## src/rtl/pfd_pkg.sv

```systemverilog
package pfd_pkg;

    localparam int SYNC_STAGES = 2;

    typedef struct packed {
        logic up;
        logic dn;
    } pfd_flags_t;

    typedef enum logic [1:0] {
        PUMP_IDLE = 2'b00,
        PUMP_DN   = 2'b01,
        PUMP_UP   = 2'b10
    } pump_cmd_t;

    // Only a single set flag drives the pump; both set is the masked overlap.
    function automatic pump_cmd_t flags_to_cmd(input pfd_flags_t f);
        case ({f.up, f.dn})
            2'b10:   return PUMP_UP;
            2'b01:   return PUMP_DN;
            default: return PUMP_IDLE;
        endcase
    endfunction

endpackage

```

## src/rtl/pfd_edge_sync.sv

```systemverilog
module pfd_edge_sync #(
    parameter int STAGES      = 2,
    parameter bit ACTIVE_RISE = 1'b1
) (
    input  logic clk,
    input  logic rst,
    input  logic din,
    output logic edge_pulse
);
    localparam int LAST = STAGES - 1;

    // sh[0..LAST] synchronizer, sh[STAGES] previous synchronized value
    logic [STAGES:0] sh;

    always_ff @(posedge clk) begin
        if (rst) sh <= '0;
        else     sh <= {sh[STAGES-1:0], din};
    end

    generate
        if (ACTIVE_RISE) begin : g_rise
            assign edge_pulse = sh[LAST] & ~sh[STAGES];
        end else begin : g_fall
            assign edge_pulse = ~sh[LAST] & sh[STAGES];
        end
    endgenerate

    AST_EDGE_ONE_CYCLE: assert property (@(posedge clk) disable iff (rst)
        edge_pulse |=> !edge_pulse);

endmodule

```

## src/rtl/pfd_core.sv

```systemverilog
module pfd_core
    import pfd_pkg::*;
(
    input  logic       clk,
    input  logic       rst,
    input  logic       ref_edge,
    input  logic       fb_edge,
    output pump_cmd_t  cmd,
    output logic       cmp_done
);
    pfd_flags_t flags;

    assign cmp_done = flags.up & flags.dn;

    always_ff @(posedge clk) begin
        if (rst) begin
            flags <= '0;
        end else if (cmp_done) begin
            // both answered: clear, but keep an edge landing in this cycle
            flags.up <= ref_edge;
            flags.dn <= fb_edge;
        end else begin
            flags.up <= flags.up | ref_edge;
            flags.dn <= flags.dn | fb_edge;
        end
    end

    assign cmd = flags_to_cmd(flags);

    AST_OVERLAP_SHORT: assert property (@(posedge clk) disable iff (rst)
        cmp_done |=> !cmp_done);

    AST_UP_FROM_REF: assert property (@(posedge clk) disable iff (rst)
        $rose(flags.up) |-> $past(ref_edge));

    AST_DN_FROM_FB: assert property (@(posedge clk) disable iff (rst)
        $rose(flags.dn) |-> $past(fb_edge));

endmodule

```

## src/rtl/pfd_lock_mon.sv

```systemverilog
module pfd_lock_mon #(
    parameter int TOL_CYCLES = 2,
    parameter int LOCK_COUNT = 8,
    parameter int ERR_W      = 4
) (
    input  logic clk,
    input  logic rst,
    input  logic active,
    input  logic cmp_done,
    output logic locked
);
    localparam int RUN_W = $clog2(LOCK_COUNT + 1);
    localparam logic [ERR_W-1:0] ERR_MAX = '1;
    localparam logic [ERR_W-1:0] TOL     = ERR_W'(TOL_CYCLES);
    localparam logic [RUN_W-1:0] RUN_TOP = RUN_W'(LOCK_COUNT);

    logic [ERR_W-1:0] err_cnt;
    logic [RUN_W-1:0] run_cnt;

    always_ff @(posedge clk) begin
        if (rst) begin
            err_cnt <= '0;
            run_cnt <= '0;
        end else if (cmp_done) begin
            err_cnt <= '0;
            if (err_cnt <= TOL) begin
                if (run_cnt != RUN_TOP) run_cnt <= run_cnt + 1'b1;
            end else begin
                run_cnt <= '0;
            end
        end else if (active) begin
            if (err_cnt != ERR_MAX) err_cnt <= err_cnt + 1'b1;
            if (err_cnt >= TOL)     run_cnt <= '0;
        end
    end

    assign locked = (run_cnt == RUN_TOP);

    AST_LOCK_AT_CMP: assert property (@(posedge clk) disable iff (rst)
        $rose(locked) |-> $past(cmp_done));

    AST_LOCK_DROP: assert property (@(posedge clk) disable iff (rst)
        (active && !cmp_done && err_cnt >= TOL) |=> !locked);

endmodule

```

## src/rtl/line_pfd.sv

```systemverilog
module line_pfd
    import pfd_pkg::*;
#(
    parameter int TOL_CYCLES = 2,
    parameter int LOCK_COUNT = 8
) (
    input  logic clk,
    input  logic rst,
    input  logic ref_in,
    input  logic fb_in,
    input  logic gain_hi_in,
    output logic pump_up,
    output logic pump_down,
    output logic pump_gain_hi,
    output logic locked
);
    logic      ref_edge;
    logic      fb_edge;
    logic      cmp_done;
    pump_cmd_t cmd;

    pfd_edge_sync #(.STAGES(SYNC_STAGES), .ACTIVE_RISE(1'b1)) u_ref_sync (
        .clk(clk), .rst(rst), .din(ref_in), .edge_pulse(ref_edge)
    );

    pfd_edge_sync #(.STAGES(SYNC_STAGES), .ACTIVE_RISE(1'b0)) u_fb_sync (
        .clk(clk), .rst(rst), .din(fb_in), .edge_pulse(fb_edge)
    );

    pfd_core u_core (
        .clk(clk), .rst(rst), .ref_edge(ref_edge), .fb_edge(fb_edge),
        .cmd(cmd), .cmp_done(cmp_done)
    );

    assign pump_up   = (cmd == PUMP_UP);
    assign pump_down = (cmd == PUMP_DN);

    always_ff @(posedge clk) begin
        if (rst) pump_gain_hi <= 1'b0;
        else     pump_gain_hi <= gain_hi_in;
    end

    pfd_lock_mon #(
        .TOL_CYCLES(TOL_CYCLES), .LOCK_COUNT(LOCK_COUNT), .ERR_W(4)
    ) u_lock (
        .clk(clk), .rst(rst), .active(pump_up | pump_down),
        .cmp_done(cmp_done), .locked(locked)
    );

    AST_RESET_IDLE: assert property (@(posedge clk)
        rst |=> (!pump_up && !pump_down && !locked));

endmodule

```

## config.mk

```make
export PLATFORM = sky130hd
export DESIGN_NAME = line_pfd
export DESIGN_NICKNAME = d
export VERILOG_FILES = /design/src/rtl/pfd_pkg.sv /design/src/rtl/pfd_edge_sync.sv /design/src/rtl/pfd_core.sv /design/src/rtl/pfd_lock_mon.sv /design/src/rtl/line_pfd.sv
export SDC_FILE = /design/constraint.sdc
export NUM_CORES = 1
export LEC_CHECK = 0
export ABC_AREA = 1
export CORE_UTILIZATION = 30
export CTS_CLUSTER_SIZE = 16
export DETAILED_ROUTE_END_ITERATION = 10
export GPL_TIMING_DRIVEN = 0
export PLACE_DENSITY = 0.47
export SYNTH_ARGS = -nofsm -noshare
export SYNTH_HDL_FRONTEND = slang
export SYNTH_SLANG_ARGS = --single-unit
```

## constraint.sdc

```tcl
create_clock -name clk -period 1.3 [get_ports clk]
set_input_delay 0.13 -clock clk [delete_from_list [all_inputs] [get_ports clk]]
set_output_delay 0.13 -clock clk [all_outputs]
set_load 0.05 [all_outputs]
```

======== Word level (Yosys, flattened, before mapping) ========
Cells that the tools add are included.
operators by class
  $add $sub $neg .......................... 2
  multipliers ............................. 0
  divide/modulo/power cells ............... 0
  order comparisons ....................... 2
  equal/unequal tests ..................... 8
  shift-type cells ........................ 0
  muxes and demuxes ....................... 7
  bitwise logic cells ..................... 8
  reductions and logical operators ........ 5
operators with widths
  cell                                                                count
  2-to-1 mux 4 bit                                                    5
  adder 4 x 1 -> 4 bit (second input constant)                        2
  != test 4 bit (second input constant)                               2
  equality test 2 x 1 -> 1 bit (second input constant)                2
  equality test 2 bit (second input constant)                         2
  equality test 4 bit (second input constant)                         1
  greater-or-equal comparator 4 x 2 -> 1 bit (second input constant)  1
  less-or-equal comparator 4 x 2 -> 1 bit (second input constant)     1
  one-hot mux 2 bit (2 select lines)                                  1
  nonzero test 2 bit                                                  2
  AND 1 bit                                                           3
  != test 3 bit (second input constant)                               1
  OR 1 bit                                                            3
  AND reduction 3 bit                                                 1
  2-to-1 mux 2 bit                                                    1
  NOT 1 bit                                                           2
  AND reduction 2 bit                                                 1
  OR reduction 2 bit                                                  1
storage, ports and cells
  bits in registers ....................... 17
  latch bits .............................. 0
  memory bits (writable) .................. 0
  ROM bits ................................ 0
  input bits .............................. 5
  memories ................................ 0

======== Longest topological paths before layout ========
  depth in word-level cells ............... 6
  gate-level depth with buffers ........... 10

======== Hierarchy ========
Synthesis repeated with hierarchy kept, for this count alone.
unflattened totals
  cell total of the unflattened synthesis .. 126
  area, all modules ....................... 853.3 um2
modules (own cells, without submodules)
  module                       times used  cells each  area each (um2)
  pfd_lock_mon                 1           83          520.5
  pfd_edge_sync at u_fb_sync   1           11          92.6
  pfd_core                     1           14          87.6
  pfd_edge_sync at u_ref_sync  1           10          86.3
  line_pfd                     1           8           66.3

======== Worst setup path before layout ========
Ideal clock, no wire load.
  path type ............................... register -> register
  start point ............................. reg u_lock.err_cnt[0]
  end point ............................... reg u_lock.run_cnt[0]
  arrival ................................. 1.146 ns
  slack ................................... 0.039 ns
  stages on the path, launching flop included .. 9
  clock period less this slack ............ 1.261 ns
  path through ............................ dfxtp_1 inv_1 ha_1 o21ai_4 inv_2 nand2_1 nand2_1 a21oi_1 nor2_1
on the way
  cells in the longest elaborated chain, start to end .. 3
  elaborated cells between the ends (all ways) .. 7
  those cells by class .................... order compare: 2; eq/ne: 1; mux: 2; reduce/logical: 2
ends and longest elaborated chain
  what                                                                                                   RTL line                                source
  start, declared                                                                                        pfd_lock_mon.sv:17                      logic [ERR_W-1:0] err_cnt;
  start signal, assigned                                                                                 pfd_lock_mon.sv:32                      if (err_cnt != ERR_MAX) err_cnt <= err_cnt + 1'b1;
  less-or-equal comparator 4 x 2 -> 1 bit or greater-or-equal comparator 4 x 2 -> 1 bit (tied branches)  pfd_lock_mon.sv:26, pfd_lock_mon.sv:33
  != test 3 bit (no line), or another cell as far along                                                  n/a
  AND reduction 3 bit (no line) or 2-to-1 mux 4 bit (tied branches)                                      n/a
  end signal, assigned                                                                                   pfd_lock_mon.sv:27                      if (run_cnt != RUN_TOP) run_cnt <= run_cnt + 1'b1;
  end, declared                                                                                          pfd_lock_mon.sv:18                      logic [RUN_W-1:0] run_cnt;
Parallel ways exist; a longest one is shown, timed or not.
A chain may end at the register's enable or synchronous reset.

======== Worst setup path in the final report ========
  start point ............................. reg u_lock.err_cnt[0]
  end point ............................... reg u_lock.err_cnt[3]
on the way
  cells in the longest elaborated chain, start to end .. 2
  elaborated cells between the ends (all ways) .. 3
  those cells by class .................... add/sub: 1; eq/ne: 1; reduce/logical: 1
ends and longest elaborated chain
  what
  parallel branches: the longest is 2 deep, another holds adder 4 x 1 -> 4 bit
Parallel ways; which one is timed is not known.

==> metrics <==
sinks on the clock net 17; worst slew margin relative to its limit 78.4%; area of placed instances around 950 sq um; fill cell instance count of the final layout 287; number of standard cells in the layout, taps in and fillers out 156; initial core utilization 32.7%; crit-path max cell delay between 300 and 400 ps; Worst setup EP type register; DRT Pass-1 Iters 3; Pwr Density ~940 nW/um^2; cell type with the highest aggregate area in the netlist dfxtp_1; CTS tree built; vertical extent of the die between 50 and 60 um; pin count of the biggest net entering global routing 12; Mapped Cells 109; worst hold-check path type in2reg; setup repair after global routing missed its margin true; IO Port Bufs 7; remaining routing DRC violations 0; Skew-Pair Late Insertion Delay roughly 290 ps; prevailing post-synth register cell dfxtp_1; HPWL after DPL 1090 um; routed wirelength normalized by instance count 10.3 um; Net count, final 140; post-synthesis sequential area ratio just over 40%; global route overflow 0; number of global-route vias before repair 597; endpoint arrival time on the critical path ~1500 ps; Final Wtd Congestion approximately 0.75; highest fanout seen on the critical path 3; die area 3020 sq um; number of cells on the worst hold path 2; result of the run finished clean; GR Util All Layers 12.2%; number of failing setup endpoints in the final timing report 0; post-route design area between 1000 and 1500 sq um; synthesized area divided by synthesized cell count between 7 and 8 sq um; Final period util 99.7%; violation count after the first detailed-route iteration 4; diodes inserted 0; hold endpoint u_ref_sync.sh[0]$_SDFF_PP0_; area of the placeable core 2570 sq um; ranking of synthesized cells by instance count inv_1 (21), nor2_1 (19), dfxtp_1 (17); number of max-slew violations in the final report 0; global-route wire length before repair 2530 um; number of flops mapped to enable cells by yosys 0; Max clock buf depth 2; most numerous cell in the Yosys netlist inv_1; Lkg Pwr 0.481 nW; initial antenna violation count 0; fraction of final layout cells sized beyond drive strength 1 between 30% and 40%; dominant cells by area after synthesis dfxtp_1 (40%), ha_1 (12%), inv_1 (9.4%), nor2_1 (8.5%), nand2_1 (5.8%); maximum operating frequency 0.772 GHz; Total Wirelength 1610 um; DIE WIDTH ~55 um; dominant delay contributor by cell family on the critical path simple AND/OR/NAND/NOR gates; FFs w/ async S/R, synth 0%; ratio of routed vias to standard cells between 4 and 5; kind of start point of the critical path register; worst r2r src u_lock.err_cnt[0]$_SDFFE_PP0P_; startpoint-to-endpoint class of the critical path reg2reg; final cell utilization of the core 44.1%; Peak VDD IR 0.778 mV; CP bufs+invs 1; post-route total power 1.07 mW; Slowest-stage cell, CP dfxtp_2; total vias in the final route 715; clock tree root driver cell clkbuf_4; Layout area overhead 34.7%; actual transition at the worst max-transition pin 323 ps; maximum level of the CTS H-tree 1; number of nets produced by synthesis about 120; worst setup slack for register-to-register paths 4 ps; FF-to-FF path depth 8; Total Neg Setup Slack 0 ps; final setup slack of the worst path 4.49 ps; cell breakdown of the critical path buf_4, ha_2, nand3_2, nand2_2, nor2_4, nand4_1, nand2_1, nor2_1; placement row count 18; post-place setup slack -383 ps; #FFs+latches synth 17; cts bufs inserted 3; endpoint of the most critical register-to-register path u_lock.err_cnt[3]$_SDFFE_PP0P_; final setup skew 0.828 ps; Routed Antenna Nets 0; Hold Crit Start rst; CTS Hold Bufs 0; clock-pin slew on the worst setup and hold paths between 100 and 150 ps; area share of the leading cell type in the synthesized netlist 40.5%; number of different library cells in the post-synthesis netlist 18; placed insts 146; post-layout minimum cycle time around 1300 ps; max-cap viol count 0; synthesized cell area 841 sq um; Final Hold Violating Endpoints 0; number of ports placed on the die boundary 9; required time worst endpoint 1500 ps; warning count from the yosys run 0; worst hold slack across all endpoints 112 ps
## power by group
| group | total, mW | leakage [nW] | switching, mW | internal, mW |
|---|---|---|---|---|
| clock | 0.295 | 0.0139 | 0.178 | 0.117 |
| sequential | 0.567 | 0.143 | 0.0230 | 0.544 |
| combinational | 0.203 | 0.325 | 0.113 | 0.0902 |
## worst max path at each step
stage | startpoint | end | slack [ps] | cells after the start
2_1_floorplan | u_lock.err_cnt[0]$_SDFFE_PP0P_ | u_lock.run_cnt[0]$_SDFFE_PP0P_ | 40 | 8
4_1_cts | u_lock.run_cnt[0]$_SDFFE_PP0P_ | locked | -10 | 5
5_1_grt | u_core.flags[1]$_SDFF_PP0_ | u_lock.err_cnt[3]$_SDFFE_PP0P_ | -80 | 7
6_report | u_lock.err_cnt[0]$_SDFFE_PP0P_ | u_lock.err_cnt[3]$_SDFFE_PP0P_ | 4 | 8
3_3_place_gp | u_lock.run_cnt[0]$_SDFFE_PP0P_ | locked | -370 | 5
3_5_place_dp | u_lock.run_cnt[0]$_SDFFE_PP0P_ | locked | -380 | 5
## cell type report
cell class / instances / area [sq um] / area share (%)
inverters: 23 / 93.8 / 8.29
clock inverters: 1 / 7.51 / 0.663
plain buffers: 1 / 5.00 / 0.442
well taps: 30 / 37.5 / 3.31
multi-input cells: 68 / 488 / 43.1
repair buffers: 13 / 121 / 10.7
flip-flops and latches: 17 / 357 / 31.5
clock buffers: 3 / 22.5 / 1.99
## cell usage in the layout (no fill, tap or decap), types with 2 or more instances in the layout
cell type,count
buf_4,5
nand3_1,4
dfxtp_4,3
dfxtp_2,4
o21ai_1,3
nand4_1,3
nor2_4,5
nand2_1,10
inv_1,16
inv_2,4
a21oi_1,2
nor2_1,18
nand2_2,4
inv_4,3
clkbuf_4,3
buf_6,3
ha_1,4
ha_2,2
a21oi_2,2
clkdlybuf4s50_1,3
ha_4,2
nand3_2,2
dfxtp_1,10
## state kept, by name (all words and copies together), names as in the netlist
register / count
u_fb_sync.sh: 3
u_lock.run_cnt: 4
pump_gain_hi: 1
u_lock.err_cnt: 4
u_core.flags: 2
u_ref_sync.sh: 3
## what timing repair did
action	4_1_cts	5_1_grt
buffers inserted	0	6
gates cloned	0	0
pin swaps	2	5
endpoints found under the setup margin	9	12
gates resized for setup	35	30
## per-layer routing
metal  up-vias  routed length [um]  global-route usage, %
li1        381                   -                      -
met1       323                 711                   14.6
met2         9                 826                   19.9
met3         2                  56                   4.92
met4         0                  16                   3.75
met5         -                   0                      0
## cell families (layout without fill, tap and decap cells)
group / Yosys count / count (layout) / share of synthesized area, %
simple gates: 47 / 47 / 26.8
fa+ha+maj: 8 / 8 / 11.9
buf+inv: 24 / 41 / 10.9
compound gates: 13 / 13 / 9.97
flops: 17 / 17 / 40.5
(Power assumes the default switching activity.)
